===== src/rtl/sfl_pkg.sv =====
package sfl_pkg;
    localparam int unsigned CRC_W    = 32;
    localparam int unsigned NARROW_W = 16;
    localparam logic [CRC_W-1:0] POLY_WIDE   = 32'h04C1_1DB7;
    localparam logic [CRC_W-1:0] POLY_NARROW = 32'h0000_1021;
    localparam logic [CRC_W-1:0] NARROW_MASK = 32'h0000_FFFF;

    typedef enum logic [1:0] {
        TX_IDLE = 2'd0,
        TX_DATA = 2'd1,
        TX_CRC  = 2'd2
    } tx_state_e;

    function automatic logic [CRC_W-1:0] width_mask(input logic wide);
        return wide ? {CRC_W{1'b1}} : NARROW_MASK;
    endfunction
endpackage


===== src/rtl/sfl_crc_bit.sv =====
module sfl_crc_bit
    import sfl_pkg::*;
(
    input  logic [CRC_W-1:0] crc_in,
    input  logic             bit_in,
    input  logic             wide,
    output logic [CRC_W-1:0] crc_out
);
    logic             fb;
    logic [CRC_W-1:0] shifted;

    always_comb begin
        fb      = (wide ? crc_in[CRC_W-1] : crc_in[NARROW_W-1]) ^ bit_in;
        shifted = {crc_in[CRC_W-2:0], 1'b0};
        crc_out = shifted ^ (fb ? (wide ? POLY_WIDE : POLY_NARROW) : '0);
        crc_out = crc_out & width_mask(wide);
    end
endmodule


===== src/rtl/sfl_tx.sv =====
module sfl_tx
    import sfl_pkg::*;
#(
    parameter int unsigned BYTE_W = 8
) (
    input  logic              clk,
    input  logic              rst_n,
    input  logic              bit_en,
    input  logic              crc_wide,
    input  logic [CRC_W-1:0]  crc_seed,
    input  logic [BYTE_W-1:0] s_data,
    input  logic              s_valid,
    input  logic              s_last,
    input  logic              s_crc,
    output logic              s_ready,
    output logic              ser_out,
    output logic              frame_out,
    output logic              underrun
);
    localparam int unsigned BCNT_W = $clog2(BYTE_W + 1);
    localparam int unsigned CCNT_W = $clog2(CRC_W + 1);
    localparam logic [BCNT_W-1:0] BYTE_DONE = BCNT_W'(BYTE_W);

    typedef struct packed {
        tx_state_e         st;
        logic [BYTE_W-1:0] sr;
        logic [BCNT_W-1:0] cnt;
        logic              last;
        logic              addcrc;
        logic              wide;
        logic [CRC_W-1:0]  crc;
        logic [CCNT_W-1:0] ccnt;
        logic              ser;
        logic              frame;
        logic              urun;
    } tx_regs_t;

    tx_regs_t q, d;

    logic             need_byte;
    logic             take;
    logic             step_bit;
    logic             step_wide;
    logic [CRC_W-1:0] step_in;
    logic [CRC_W-1:0] step_out;
    logic             crc_top;
    logic [CCNT_W-1:0] crc_len;

    always_comb begin
        need_byte = bit_en && ((q.st == TX_IDLE) ||
                    ((q.st == TX_DATA) && (q.cnt == BYTE_DONE) && !q.last));
        take      = need_byte && s_valid;
        step_bit  = take ? s_data[0] : q.sr[0];
        step_wide = (q.st == TX_IDLE) ? crc_wide : q.wide;
        step_in   = (q.st == TX_IDLE) ? (crc_seed & width_mask(crc_wide)) : q.crc;
        crc_top   = q.wide ? q.crc[CRC_W-1] : q.crc[NARROW_W-1];
        crc_len   = q.wide ? CCNT_W'(CRC_W) : CCNT_W'(NARROW_W);
    end

    sfl_crc_bit u_crc (
        .crc_in  (step_in),
        .bit_in  (step_bit),
        .wide    (step_wide),
        .crc_out (step_out)
    );

    always_comb begin
        d      = q;
        d.urun = 1'b0;
        if (bit_en) begin
            unique case (q.st)
                TX_IDLE: begin
                    if (take) begin
                        d.st     = TX_DATA;
                        d.sr     = s_data >> 1;
                        d.cnt    = BCNT_W'(1);
                        d.last   = s_last;
                        d.addcrc = s_crc;
                        d.wide   = crc_wide;
                        d.crc    = step_out;
                        d.ser    = s_data[0];
                        d.frame  = 1'b1;
                    end
                end
                TX_DATA: begin
                    if (q.cnt != BYTE_DONE) begin
                        d.ser = q.sr[0];
                        d.sr  = q.sr >> 1;
                        d.crc = step_out;
                        d.cnt = q.cnt + BCNT_W'(1);
                    end else if (!q.last) begin
                        if (take) begin
                            d.sr     = s_data >> 1;
                            d.cnt    = BCNT_W'(1);
                            d.last   = s_last;
                            d.addcrc = s_crc;
                            d.crc    = step_out;
                            d.ser    = s_data[0];
                        end else begin
                            d.st    = TX_IDLE;
                            d.urun  = 1'b1;
                            d.frame = 1'b0;
                            d.ser   = 1'b1;
                        end
                    end else if (q.addcrc) begin
                        d.st   = TX_CRC;
                        d.ser  = crc_top;
                        d.crc  = q.crc << 1;
                        d.ccnt = CCNT_W'(1);
                    end else begin
                        d.st    = TX_IDLE;
                        d.frame = 1'b0;
                        d.ser   = 1'b1;
                    end
                end
                TX_CRC: begin
                    if (q.ccnt == crc_len) begin
                        d.st    = TX_IDLE;
                        d.frame = 1'b0;
                        d.ser   = 1'b1;
                    end else begin
                        d.ser  = crc_top;
                        d.crc  = q.crc << 1;
                        d.ccnt = q.ccnt + CCNT_W'(1);
                    end
                end
                default: d.st = TX_IDLE;
            endcase
        end
    end

    always_ff @(posedge clk or negedge rst_n) begin
        if (!rst_n) begin
            q.st     <= TX_IDLE;
            q.sr     <= '0;
            q.cnt    <= '0;
            q.last   <= 1'b0;
            q.addcrc <= 1'b0;
            q.wide   <= 1'b0;
            q.crc    <= '0;
            q.ccnt   <= '0;
            q.ser    <= 1'b1;
            q.frame  <= 1'b0;
            q.urun   <= 1'b0;
        end else begin
            q <= d;
        end
    end

    assign s_ready   = need_byte;
    assign ser_out   = q.ser;
    assign frame_out = q.frame;
    assign underrun  = q.urun;


    frame_start_chk: assert property (@(posedge clk) disable iff (!rst_n)
        $rose(frame_out) |-> $past(bit_en) && $past(s_valid));


    frame_hold_chk: assert property (@(posedge clk) disable iff (!rst_n)
        (frame_out && !bit_en) |=> frame_out);


    no_frame_on_underrun_chk: assert property (@(posedge clk) disable iff (!rst_n)
        underrun |-> !frame_out && ser_out);
endmodule


===== src/rtl/sfl_rx.sv =====
module sfl_rx
    import sfl_pkg::*;
#(
    parameter int unsigned BYTE_W = 8,
    parameter int unsigned CNT_W  = 16
) (
    input  logic              clk,
    input  logic              rst_n,
    input  logic              bit_en,
    input  logic              crc_wide,
    input  logic [CRC_W-1:0]  crc_seed,
    input  logic [CRC_W-1:0]  crc_residue,
    input  logic              crc_chk_en,
    input  logic              ser_in,
    input  logic              carrier_in,
    output logic [BYTE_W-1:0] m_data,
    output logic              m_valid,
    output logic              m_last,
    output logic              f_end,
    output logic [CNT_W-1:0]  f_count,
    output logic              f_crc_err,
    output logic              f_lost,
    output logic              f_misaligned
);
    localparam int unsigned BIDX_W = $clog2(BYTE_W);
    localparam logic [BIDX_W-1:0] LAST_BIT = BIDX_W'(BYTE_W - 1);

    typedef struct packed {
        logic              active;
        logic [BYTE_W-1:0] sr;
        logic [BIDX_W-1:0] cnt;
        logic [BYTE_W-1:0] held;
        logic              held_v;
        logic [CNT_W-1:0]  bytes;
        logic [CRC_W-1:0]  crc;
        logic              wide;
        logic [BYTE_W-1:0] o_data;
        logic              o_valid;
        logic              o_last;
        logic              o_end;
        logic [CNT_W-1:0]  o_count;
        logic              o_err;
        logic              o_lost;
        logic              o_mis;
    } rx_regs_t;

    rx_regs_t q, d;

    logic [CRC_W-1:0]  step_in;
    logic [CRC_W-1:0]  step_out;
    logic              step_wide;
    logic [BYTE_W-1:0] base_sr;
    logic [BIDX_W-1:0] base_cnt;
    logic              base_hv;
    logic [CNT_W-1:0]  base_bytes;
    logic [BYTE_W-1:0] new_sr;

    always_comb begin
        step_in    = q.active ? q.crc : (crc_seed & width_mask(crc_wide));
        step_wide  = q.active ? q.wide : crc_wide;
        base_sr    = q.active ? q.sr : '0;
        base_cnt   = q.active ? q.cnt : '0;
        base_hv    = q.active ? q.held_v : 1'b0;
        base_bytes = q.active ? q.bytes : '0;
        new_sr     = {ser_in, base_sr[BYTE_W-1:1]};
    end

    sfl_crc_bit u_crc (
        .crc_in  (step_in),
        .bit_in  (ser_in),
        .wide    (step_wide),
        .crc_out (step_out)
    );

    always_comb begin
        d         = q;
        d.o_valid = 1'b0;
        d.o_last  = 1'b0;
        d.o_end   = 1'b0;
        d.o_err   = 1'b0;
        d.o_lost  = 1'b0;
        d.o_mis   = 1'b0;
        if (bit_en) begin
            if (carrier_in) begin
                d.active = 1'b1;
                d.wide   = step_wide;
                d.crc    = step_out;
                d.sr     = new_sr;
                d.cnt    = base_cnt + BIDX_W'(1);
                d.held_v = base_hv;
                d.bytes  = base_bytes;
                if (base_cnt == LAST_BIT) begin
                    if (base_hv) begin
                        d.o_data  = q.held;
                        d.o_valid = 1'b1;
                    end
                    d.held   = new_sr;
                    d.held_v = 1'b1;
                    d.bytes  = base_bytes + CNT_W'(1);
                end
            end else if (q.active) begin
                d.active  = 1'b0;
                d.held_v  = 1'b0;
                d.o_end   = 1'b1;
                d.o_data  = q.held;
                d.o_valid = q.held_v;
                d.o_last  = q.held_v;
                d.o_count = q.bytes;
                d.o_lost  = 1'b1;
                d.o_mis   = (q.cnt != '0);
                d.o_err   = crc_chk_en &&
                            (((q.crc ^ crc_residue) & width_mask(q.wide)) != '0);
            end
        end
    end

    always_ff @(posedge clk or negedge rst_n) begin
        if (!rst_n) begin
            q <= '0;
        end else begin
            q <= d;
        end
    end

    assign m_data       = q.o_data;
    assign m_valid      = q.o_valid;
    assign m_last       = q.o_last;
    assign f_end        = q.o_end;
    assign f_count      = q.o_count;
    assign f_crc_err    = q.o_err;
    assign f_lost       = q.o_lost;
    assign f_misaligned = q.o_mis;


    last_with_end_chk: assert property (@(posedge clk) disable iff (!rst_n)
        m_last |-> m_valid && f_end);


    end_on_drop_chk: assert property (@(posedge clk) disable iff (!rst_n)
        f_end |-> $past(bit_en) && !$past(carrier_in));


    byte_in_carrier_chk: assert property (@(posedge clk) disable iff (!rst_n)
        (m_valid && !f_end) |-> $past(bit_en) && $past(carrier_in));


    err_at_end_chk: assert property (@(posedge clk) disable iff (!rst_n)
        (f_crc_err || f_misaligned) |-> f_end && f_lost);
endmodule


===== src/rtl/sfl_link.sv =====
module sfl_link
    import sfl_pkg::*;
#(
    parameter int unsigned BYTE_W = 8,
    parameter int unsigned CNT_W  = 16
) (
    input  logic              clk,
    input  logic              rst_n,
    input  logic              tx_bit_en,
    input  logic              rx_bit_en,
    input  logic              crc_wide,
    input  logic [31:0]       crc_seed,
    input  logic [31:0]       crc_residue,
    input  logic              rx_crc_en,
    input  logic [BYTE_W-1:0] s_data,
    input  logic              s_valid,
    input  logic              s_last,
    input  logic              s_crc,
    output logic              s_ready,
    output logic              ser_out,
    output logic              frame_out,
    output logic              tx_underrun,
    input  logic              ser_in,
    input  logic              carrier_in,
    output logic [BYTE_W-1:0] m_data,
    output logic              m_valid,
    output logic              m_last,
    output logic              rx_end,
    output logic [CNT_W-1:0]  rx_count,
    output logic              rx_crc_err,
    output logic              rx_cd_lost,
    output logic              rx_misaligned
);
    sfl_tx #(.BYTE_W(BYTE_W)) u_tx (
        .clk       (clk),
        .rst_n     (rst_n),
        .bit_en    (tx_bit_en),
        .crc_wide  (crc_wide),
        .crc_seed  (crc_seed),
        .s_data    (s_data),
        .s_valid   (s_valid),
        .s_last    (s_last),
        .s_crc     (s_crc),
        .s_ready   (s_ready),
        .ser_out   (ser_out),
        .frame_out (frame_out),
        .underrun  (tx_underrun)
    );

    sfl_rx #(.BYTE_W(BYTE_W), .CNT_W(CNT_W)) u_rx (
        .clk          (clk),
        .rst_n        (rst_n),
        .bit_en       (rx_bit_en),
        .crc_wide     (crc_wide),
        .crc_seed     (crc_seed),
        .crc_residue  (crc_residue),
        .crc_chk_en   (rx_crc_en),
        .ser_in       (ser_in),
        .carrier_in   (carrier_in),
        .m_data       (m_data),
        .m_valid      (m_valid),
        .m_last       (m_last),
        .f_end        (rx_end),
        .f_count      (rx_count),
        .f_crc_err    (rx_crc_err),
        .f_lost       (rx_cd_lost),
        .f_misaligned (rx_misaligned)
    );
endmodule


===== config.mk =====
export PLATFORM = sky130hd
export DESIGN_NAME = sfl_link
export DESIGN_NICKNAME = d
export VERILOG_FILES = /design/src/rtl/sfl_pkg.sv /design/src/rtl/sfl_crc_bit.sv /design/src/rtl/sfl_tx.sv /design/src/rtl/sfl_rx.sv /design/src/rtl/sfl_link.sv
export SDC_FILE = /design/constraint.sdc
export NUM_CORES = 1
export LEC_CHECK = 0
export ABC_CLOCK_PERIOD_IN_PS = 2470
export BUFFER_PORTS_ARGS = -buffer_cell sky130_fd_sc_hd__buf_2
export CORE_MARGIN = 5
export CORE_UTILIZATION = 45
export CTS_CLUSTER_DIAMETER = 150
export DETAILED_ROUTE_END_ITERATION = 10
export HOLD_SLACK_MARGIN = 0.08
export PLACE_DENSITY = 0.7
export SYNTH_ARGS = -nofsm -noshare
export SYNTH_HDL_FRONTEND = slang
export SYNTH_HIERARCHICAL = 1
export SYNTH_SLANG_ARGS = --single-unit

===== constraint.sdc =====
create_clock -name clk -period 2.47 [get_ports clk]
set_input_delay 0.247 -clock clk [delete_from_list [all_inputs] [get_ports clk]]
set_output_delay 0.247 -clock clk [all_outputs]
set_load 0.02 [all_outputs]

==> impl_metrics.env, run 1 <==
export IMPL_status="complete, no violations"
export IMPL_p_seq_share_pct=36.2
export IMPL_root_buffer="clkbuf_16"
export IMPL_finalHoldViolCount=0
export IMPL_ios=117
export IMPL_hp_class="in2reg"
export IMPL_cp_start_kind="flop"
export IMPL_drv_cap=0
export IMPL_rsz0062_at_grt="yes"
export IMPL_nNetsFinal=1083
export IMPL_wirelength_um=20740
export IMPL_dp_slack_ns=0.02515
export IMPL_intPower_uw=6268
export IMPL_drtAntennaViolNets=0
export IMPL_firstDrtPassIters=5
export IMPL_p_leak_uw=0.004784
export IMPL_crit_required_ns=2.78
export IMPL_cts_buffers=17
export IMPL_gp_congestion=0.8607
export IMPL_irDropWorstVdd_mv=0.5462
export IMPL_r2r_slack_ns=0.07
export IMPL_path_class="reg2reg"
export IMPL_wire_per_inst_um=16.32
export IMPL_fin_util_pct=52.48
export IMPL_grt_pass1_vias=6746
export IMPL_antenna_found_initial=0
export IMPL_async_flop_share_pct=100.0
export IMPL_die_h_um=153.0
export IMPL_fin_worst_skew_ns=0.01001
export IMPL_core_area_um2=20170
export IMPL_placed_cells=1232
export IMPL_fp_dieW_um=153.0
export IMPL_grt_ovfl_total=0
export IMPL_mostFrequentLayoutCell="dfrtp_1"
export IMPL_worstMarginPinSlew_ns=0.5360
export IMPL_portBuffers=116
export IMPL_syn_area_um2=9208
export IMPL_grt_pass1_wl_um=34210
export IMPL_slew_limit_headroom_pct=64.18
export IMPL_post_synth_cell_area_avg_um2=10.19
export IMPL_synthCells=904
export IMPL_ys_ff_latch=155
export IMPL_synth_edf_count=0
export IMPL_total_power_uw=9666
export IMPL_p_sw_share_pct=35.15
export IMPL_power_density_nw_per_um2=913.3
export IMPL_grt_max_degree=61
export IMPL_clkPwrFrac_pct=28.1
export IMPL_vias=6777
export IMPL_fin_crit_sh_pct=97.24
export IMPL_final_cell_mix="153 x dfrtp_1, 137 x nand2_1, 115 x buf_2"
export IMPL_ys_warn_count=6
export IMPL_stdcell_count=1271
export IMPL_arrival_ns=2.71
export IMPL_final_layout_size_suffix_gt1_share_pct=33.37
export IMPL_clkLatencyLatePin_ns=0.43
export IMPL_fin_tns_setup_ns=0
export IMPL_fin_crit_ns=2.402
export IMPL_setup_ws_ns=0.06822
export IMPL_cts_clk_slew_worst_paths_ns=0.07
export IMPL_fillers=1818
export IMPL_cts_tree="built"
export IMPL_cp_end_kind="flop"
export IMPL_die_area_um2=23420
export IMPL_grtUsageTotal_pct=17.62
export IMPL_drc=0
export IMPL_p_sw_uw=3397
export IMPL_setup_viol=0
export IMPL_ys_types=64
export IMPL_slew_viol_final=0
export IMPL_dpl_hpwl_um=15010
export IMPL_synth_fp_nets=998
export IMPL_viasPerCell=5.332
export IMPL_rows=52
export IMPL_cp_max_fo=4
export IMPL_htree_levels=4
export IMPL_yosys_most_used_dff="dfrtp_1"
export IMPL_drt_iter0_drc=332
export IMPL_fmax_mhz=416.4
export IMPL_initial_core_util_pct=45.65
export IMPL_cts_sinks=155
export IMPL_diodes=0
export IMPL_clk_path_buf_depth=2
export IMPL_syn_to_final_growth_pct=14.95
export IMPL_pwr_share_comb_pct=35.7
export IMPL_yosysSeqAreaShare_pct=42.14
[through the flow]
stage / area (µm²) / hold slack [ns]
floorplan: 9223 / -0.04859
global placement: 9834 / 0.2124
detailed placement: 9834 / 0.2146
CTS: 10510 / 0.08970
global route: 10580 / 0.1128
finish: 10580 / 0.1201
[layer usage]
layer  track usage (%)  share of wire, %
met1             22.85                43
met2             29.88                51
met3             3.789               4.1
met4             4.922               1.6
met5                 0                 0
[synth_stat cells (3+ instances only)]
cell	count	area (µm²)
a21o_1	3	22.52
a21oi_1	12	60.06
a22o_1	42	367.9
a22oi_1	35	262.8
and2_1	43	269.0
buf_2	11	55.05
buf_4	45	337.8
buf_6	12	135.1
clkbuf_1	26	97.59
dfrtp_1	154	3854
ha_1	11	137.6
inv_1	20	75.07
mux2_1	4	45.04
mux2_2	76	855.8
mux2i_1	6	60.06
nand2_1	137	514.2
nand2b_1	3	18.77
nand3_1	11	55.05
nand3_2	3	30.03
nand3b_1	3	22.52
nand4_1	12	75.07
nand4b_1	3	26.28
nor2_1	18	67.56
nor2b_1	3	18.77
nor3_1	4	20.02
o211ai_1	5	37.54
o21ai_0	45	225.2
o21ai_2	30	262.8
o22ai_1	7	43.79
o41ai_1	3	26.28
or3_1	3	18.77
xnor2_1	52	455.4
xor2_1	18	157.7
[power groups by stage]
stage / logic [µW] / clock network, µW / registers (µW)
global route: 3780 / 2890 / 3570
finish: 3450 / 2710 / 3500
detailed placement: 3340 / 0 / 3530
floorplan: 2790 / 0 / 3400
global placement: 3260 / 0 / 3520
CTS: 3360 / 2800 / 3490
[registers in the layout (all words and copies together) (netlist names)]
| name | count |
|---|---|
| u_rx/f_misaligned | 1 |
| u_tx/q | 54 |
| u_rx/m_data | 8 |
| u_tx/underrun | 1 |
| u_rx/f_end | 1 |
| u_rx/m_last | 1 |
| u_rx/m_valid | 1 |
| u_rx/f_crc_err | 1 |
| u_rx/q | 69 |
| u_tx/frame_out | 1 |
| u_tx/ser_out | 1 |
| u_rx/f_count | 16 |
[kinds of logic after synthesis]
| family | Yosys count | share of synthesized area [%] |
|---|---|---|
| mux | 86 | 10.44 |
| fa+ha+maj | 11 | 1.495 |
| simple gates | 263 | 14.73 |
| buf+inv | 115 | 7.650 |
| compound gates | 200 | 15.94 |
| xor+xnor | 74 | 7.610 |
| flops | 155 | 42.14 |
[final timing paths]
path,depth (start not counted),to,from
min reg2reg,2,u_rx/f_count[4]$_DFFE_PN0P_,u_rx/f_count[4]$_DFFE_PN0P_
min in group asynchronous,2,u_rx/q[83]$_DFFE_PN0P_,rst_n
max,12,u_tx/q[35]$_DFFE_PN0P_,u_tx/q[57]$_DFFE_PN0P_
max reg2reg,12,u_tx/q[35]$_DFFE_PN0P_,u_tx/q[57]$_DFFE_PN0P_
min,3,u_tx/ser_out$_DFFE_PN1P_,s_data[0]
max in group asynchronous,3,u_tx/ser_out$_DFFE_PN1P_,rst_n
[final cells by class]
type                       instances  area, µm²  area share, %
clock buffer                      17      425.4          4.019
multi-input combinational        634       4705          44.45
timing repair buffer             160      970.9          9.174
sequential                       155       3881          36.67
clock inverter                    14      185.2          1.750
inverter                          21      78.83         0.7448
tap                              270      337.8          3.192
[worst max-delay path, stage by stage (launching register included)]
cell and delay (ns):
dfrtp_1 0.42, inv_2 0.11, ha_4 0.14, nand4b_1 0.13, nor2_2 0.18, o21ai_4 0.09, mux2_4 0.35, xor2_4 0.17
buf_4 0.16, xor2_1 0.13, and2_1 0.15, a22oi_1 0.20, o21ai_2 0.06
[what timing repair did]
item                       4_1_cts  5_1_grt
setup endpoints to repair        1       10
hold buffers                     5        0
resized for setup                2       14
setup buffers                    1        2
pin swaps                        1        4
hold endpoints to repair        49        0
Power figures use the tool's default switching activity.
==> inputs of run 2 (changes only) <==
ABC_CLOCK_PERIOD_IN_PS = 2400   (was 2470)
PLACE_DENSITY = 0.68   (was 0.7)
clock period = 2.4 ns   (was 2.47 ns; I/O delays follow)
==> run 2 against run 1 <==
  * Via count increased by 0.84%
  * Design area increased by 0.98%
  * Sequential cell count unchanged
  * Maximum frequency increased by 4.7%
  * Highest routed layer unchanged
  * Register-to-register slack improved by 0.04 ns
  * First-iteration DRC count decreased by 29%
  * Critical endpoint unchanged
  * Sequential share of layout area decreased by 0.36 points
  * Wire length increased by 1.6%
  * Hold slack improved by 0.0040 ns
  * Critical path depth unchanged
  * Combinational power increased by 7.0%
  * Sequential power increased by 3%
  * Critical path type unchanged
==> impl_metrics.env, run 2 (synthesis results as in run 1) <==
export IMPL_pwr_share_comb_pct=36.4
export IMPL_syn_to_final_growth_pct=16.08
export IMPL_regArea_um2=3881
export IMPL_fillers=1840
export IMPL_status="complete, no violations"
export IMPL_r2r_end="u_tx/q[35]$_DFFE_PN0P_"
export IMPL_initial_core_util_pct=45.65
export IMPL_fp_dieW_um=153.0
export IMPL_cts_tree="built"
export IMPL_grt_max_degree=57
export IMPL_hp_class="in2reg"
export IMPL_slew_viol_final=0
export IMPL_p_sw_uw=3511
export IMPL_cp_max_fo=4
export IMPL_mostFrequentLayoutCell="dfrtp_1"
export IMPL_slew_limit_headroom_pct=61.48
export IMPL_antenna_found_initial=1
export IMPL_placed_cells=1238
export IMPL_wirelength_um=21070
export IMPL_vias=6834
export IMPL_worstSetupStartpoint="u_tx/q[57]$_DFFE_PN0P_"
export IMPL_r2r_slack_ns=0.11
export IMPL_arrival_ns=2.60
export IMPL_grt_pass1_vias=6826
export IMPL_final_cell_mix="153 x dfrtp_1, 137 x nand2_1, 115 x buf_2"
export IMPL_clk_path_buf_depth=2
export IMPL_root_buffer="clkbuf_16"
export IMPL_firstDrtPassIters=5
export IMPL_final_layout_size_suffix_gt1_share_pct=33.96
export IMPL_rows=52
export IMPL_crit_required_ns=2.70
export IMPL_htree_levels=4
export IMPL_clkPwrFrac_pct=28.2
export IMPL_grtUsageTotal_pct=17.97
export IMPL_gp_congestion=0.8415
export IMPL_p_seq_share_pct=35.4
export IMPL_clkLatencyLatePin_ns=0.42
export IMPL_fin_worst_skew_ns=0.007778
export IMPL_fmax_mhz=435.8
export IMPL_stdcell_count=1281
export IMPL_fin_crit_sh_pct=95.60
export IMPL_grt_ovfl_total=0
export IMPL_die_h_um=153.0
export IMPL_cts_buffers=17
export IMPL_core_area_um2=20170
export IMPL_intPower_uw=6632
export IMPL_rr_worst_depth=12
export IMPL_multiInputGateArea_um2=4711
export IMPL_path_class="reg2reg"
export IMPL_viasPerCell=5.335
export IMPL_rsz0062_at_grt="yes"
export IMPL_grt_pass1_wl_um=34790
export IMPL_fin_crit_ns=2.295
export IMPL_cp_start_kind="flop"
export IMPL_nNetsFinal=1091
export IMPL_cp_end_kind="flop"
export IMPL_p_sw_share_pct=34.62
export IMPL_setup_viol=0
export IMPL_worstMarginPinSlew_ns=0.5704
export IMPL_ios=117
export IMPL_finalHoldViolCount=0
export IMPL_drv_cap=0
export IMPL_p_leak_uw=0.004842
export IMPL_dpl_hpwl_um=15050
export IMPL_power_density_nw_per_um2=949.1
export IMPL_drt_iter0_drc=237
export IMPL_drc=0
export IMPL_endpoint="u_tx/q[35]$_DFFE_PN0P_"
export IMPL_portBuffers=116
export IMPL_reg2reg_from="u_tx/q[57]$_DFFE_PN0P_"
export IMPL_top_register="u_rx/q"
export IMPL_die_area_um2=23420
export IMPL_wire_per_inst_um=16.45
export IMPL_irDropWorstVdd_mv=0.5649
export IMPL_drtAntennaViolNets=0
export IMPL_cts_sinks=155
export IMPL_largest_reg_flops=69
export IMPL_fin_util_pct=52.99
export IMPL_cts_clk_slew_worst_paths_ns=0.06
## run 2: changes by cell type in the layout (fill, tap and decap cells not counted), moves of 2 or more
| cell | delta |
|---|---|
| clkinv_2 | +2 |
| a22oi_1 | -2 |
| clkinv_4 | -2 |
| buf_4 | +6 |
| clkbuf_1 | +2 |
| buf_12 | +2 |
| a22oi_2 | +2 |
## run 2: worst min path at each step
| stage | from | endpoint | slack (ns) | cells past startpoint |
|---|---|---|---|---|
| floorplan | rst_n | u_rx/f_count[0]$_DFFE_PN0P_ | -0.06 | 0 |
| global placement | rst_n | u_rx/m_data[5]$_DFFE_PN0P_ | 0.24 | 1 |
| detailed placement | rst_n | u_rx/m_data[4]$_DFFE_PN0P_ | 0.25 | 1 |
| CTS | rx_crc_en | u_rx/f_crc_err$_DFF_PN0_ | 0.09 | 3 |
| global route | rx_crc_en | u_rx/f_crc_err$_DFF_PN0_ | 0.12 | 3 |
| finish | rx_crc_en | u_rx/f_crc_err$_DFF_PN0_ | 0.12 | 3 |
## run 2: what timing repair did
item	4_1_cts	5_1_grt
endpoints found under the hold margin	54	0
hold buffers	5	0
endpoints found under the setup margin	0	13
gates resized for setup	0	13
buffers inserted	0	5
## run 2: cell type report
| type | count | share of cell area [%] |
|---|---|---|
| multi-input combinational | 634 | 44.08 |
| antenna | 1 | 0.02341 |
| timing repair buffer | 168 | 9.881 |
| clock buffer | 19 | 4.051 |
| inverter | 21 | 0.7375 |
| sequential | 155 | 36.31 |
| tap | 270 | 3.161 |
| clock inverter | 13 | 1.756 |
## run 2: metal layers
layer / part of all wire [%] / global-route usage, % / vias to the layer above
met5: 0 / 0 / -
met4: 1.3 / 4.794 / 0
met3: 4.3 / 3.789 / 25
met2: 51 / 30.91 / 162
met1: 44 / 23.07 / 3309
li1: - / - / 3338
## run 2: worst max-delay path, stage by stage, from the launching register on
cell and delay (ns):
dfrtp_1 0.39, inv_2 0.10, ha_4 0.14, nand4b_1 0.12, nor2_2 0.15, o21ai_2 0.08
mux2_4 0.34, xor2_4 0.17, buf_4 0.16, xor2_1 0.13, and2_1 0.16, a22oi_2 0.18
o21ai_2 0.06
## run 2: power groups by stage
stage               clock, µW  sequential (µW)  combinational [µW]
detailed placement          0             3620                3540
CTS                      2920             3580                3570
global route             3040             3660                4050
finish                   2860             3590                3690
floorplan                   0             3500                2880
global placement            0             3610                3470
## run 2: metrics by stage
stage               instance area (µm²)  power, µW  worst slack [ns]   TNS, ns  hold slack (ns)
finish                            10690      10140            0.1055         0           0.1241
global placement                   9910       7077           0.07057         0           0.2442
detailed placement                 9910       7162           0.02273         0           0.2519
CTS                               10580      10070          0.007150         0          0.09140
global route                      10690      10750          -0.03735  -0.09883           0.1210
floorplan                          9231       6381          -0.06060   -0.1101         -0.05559
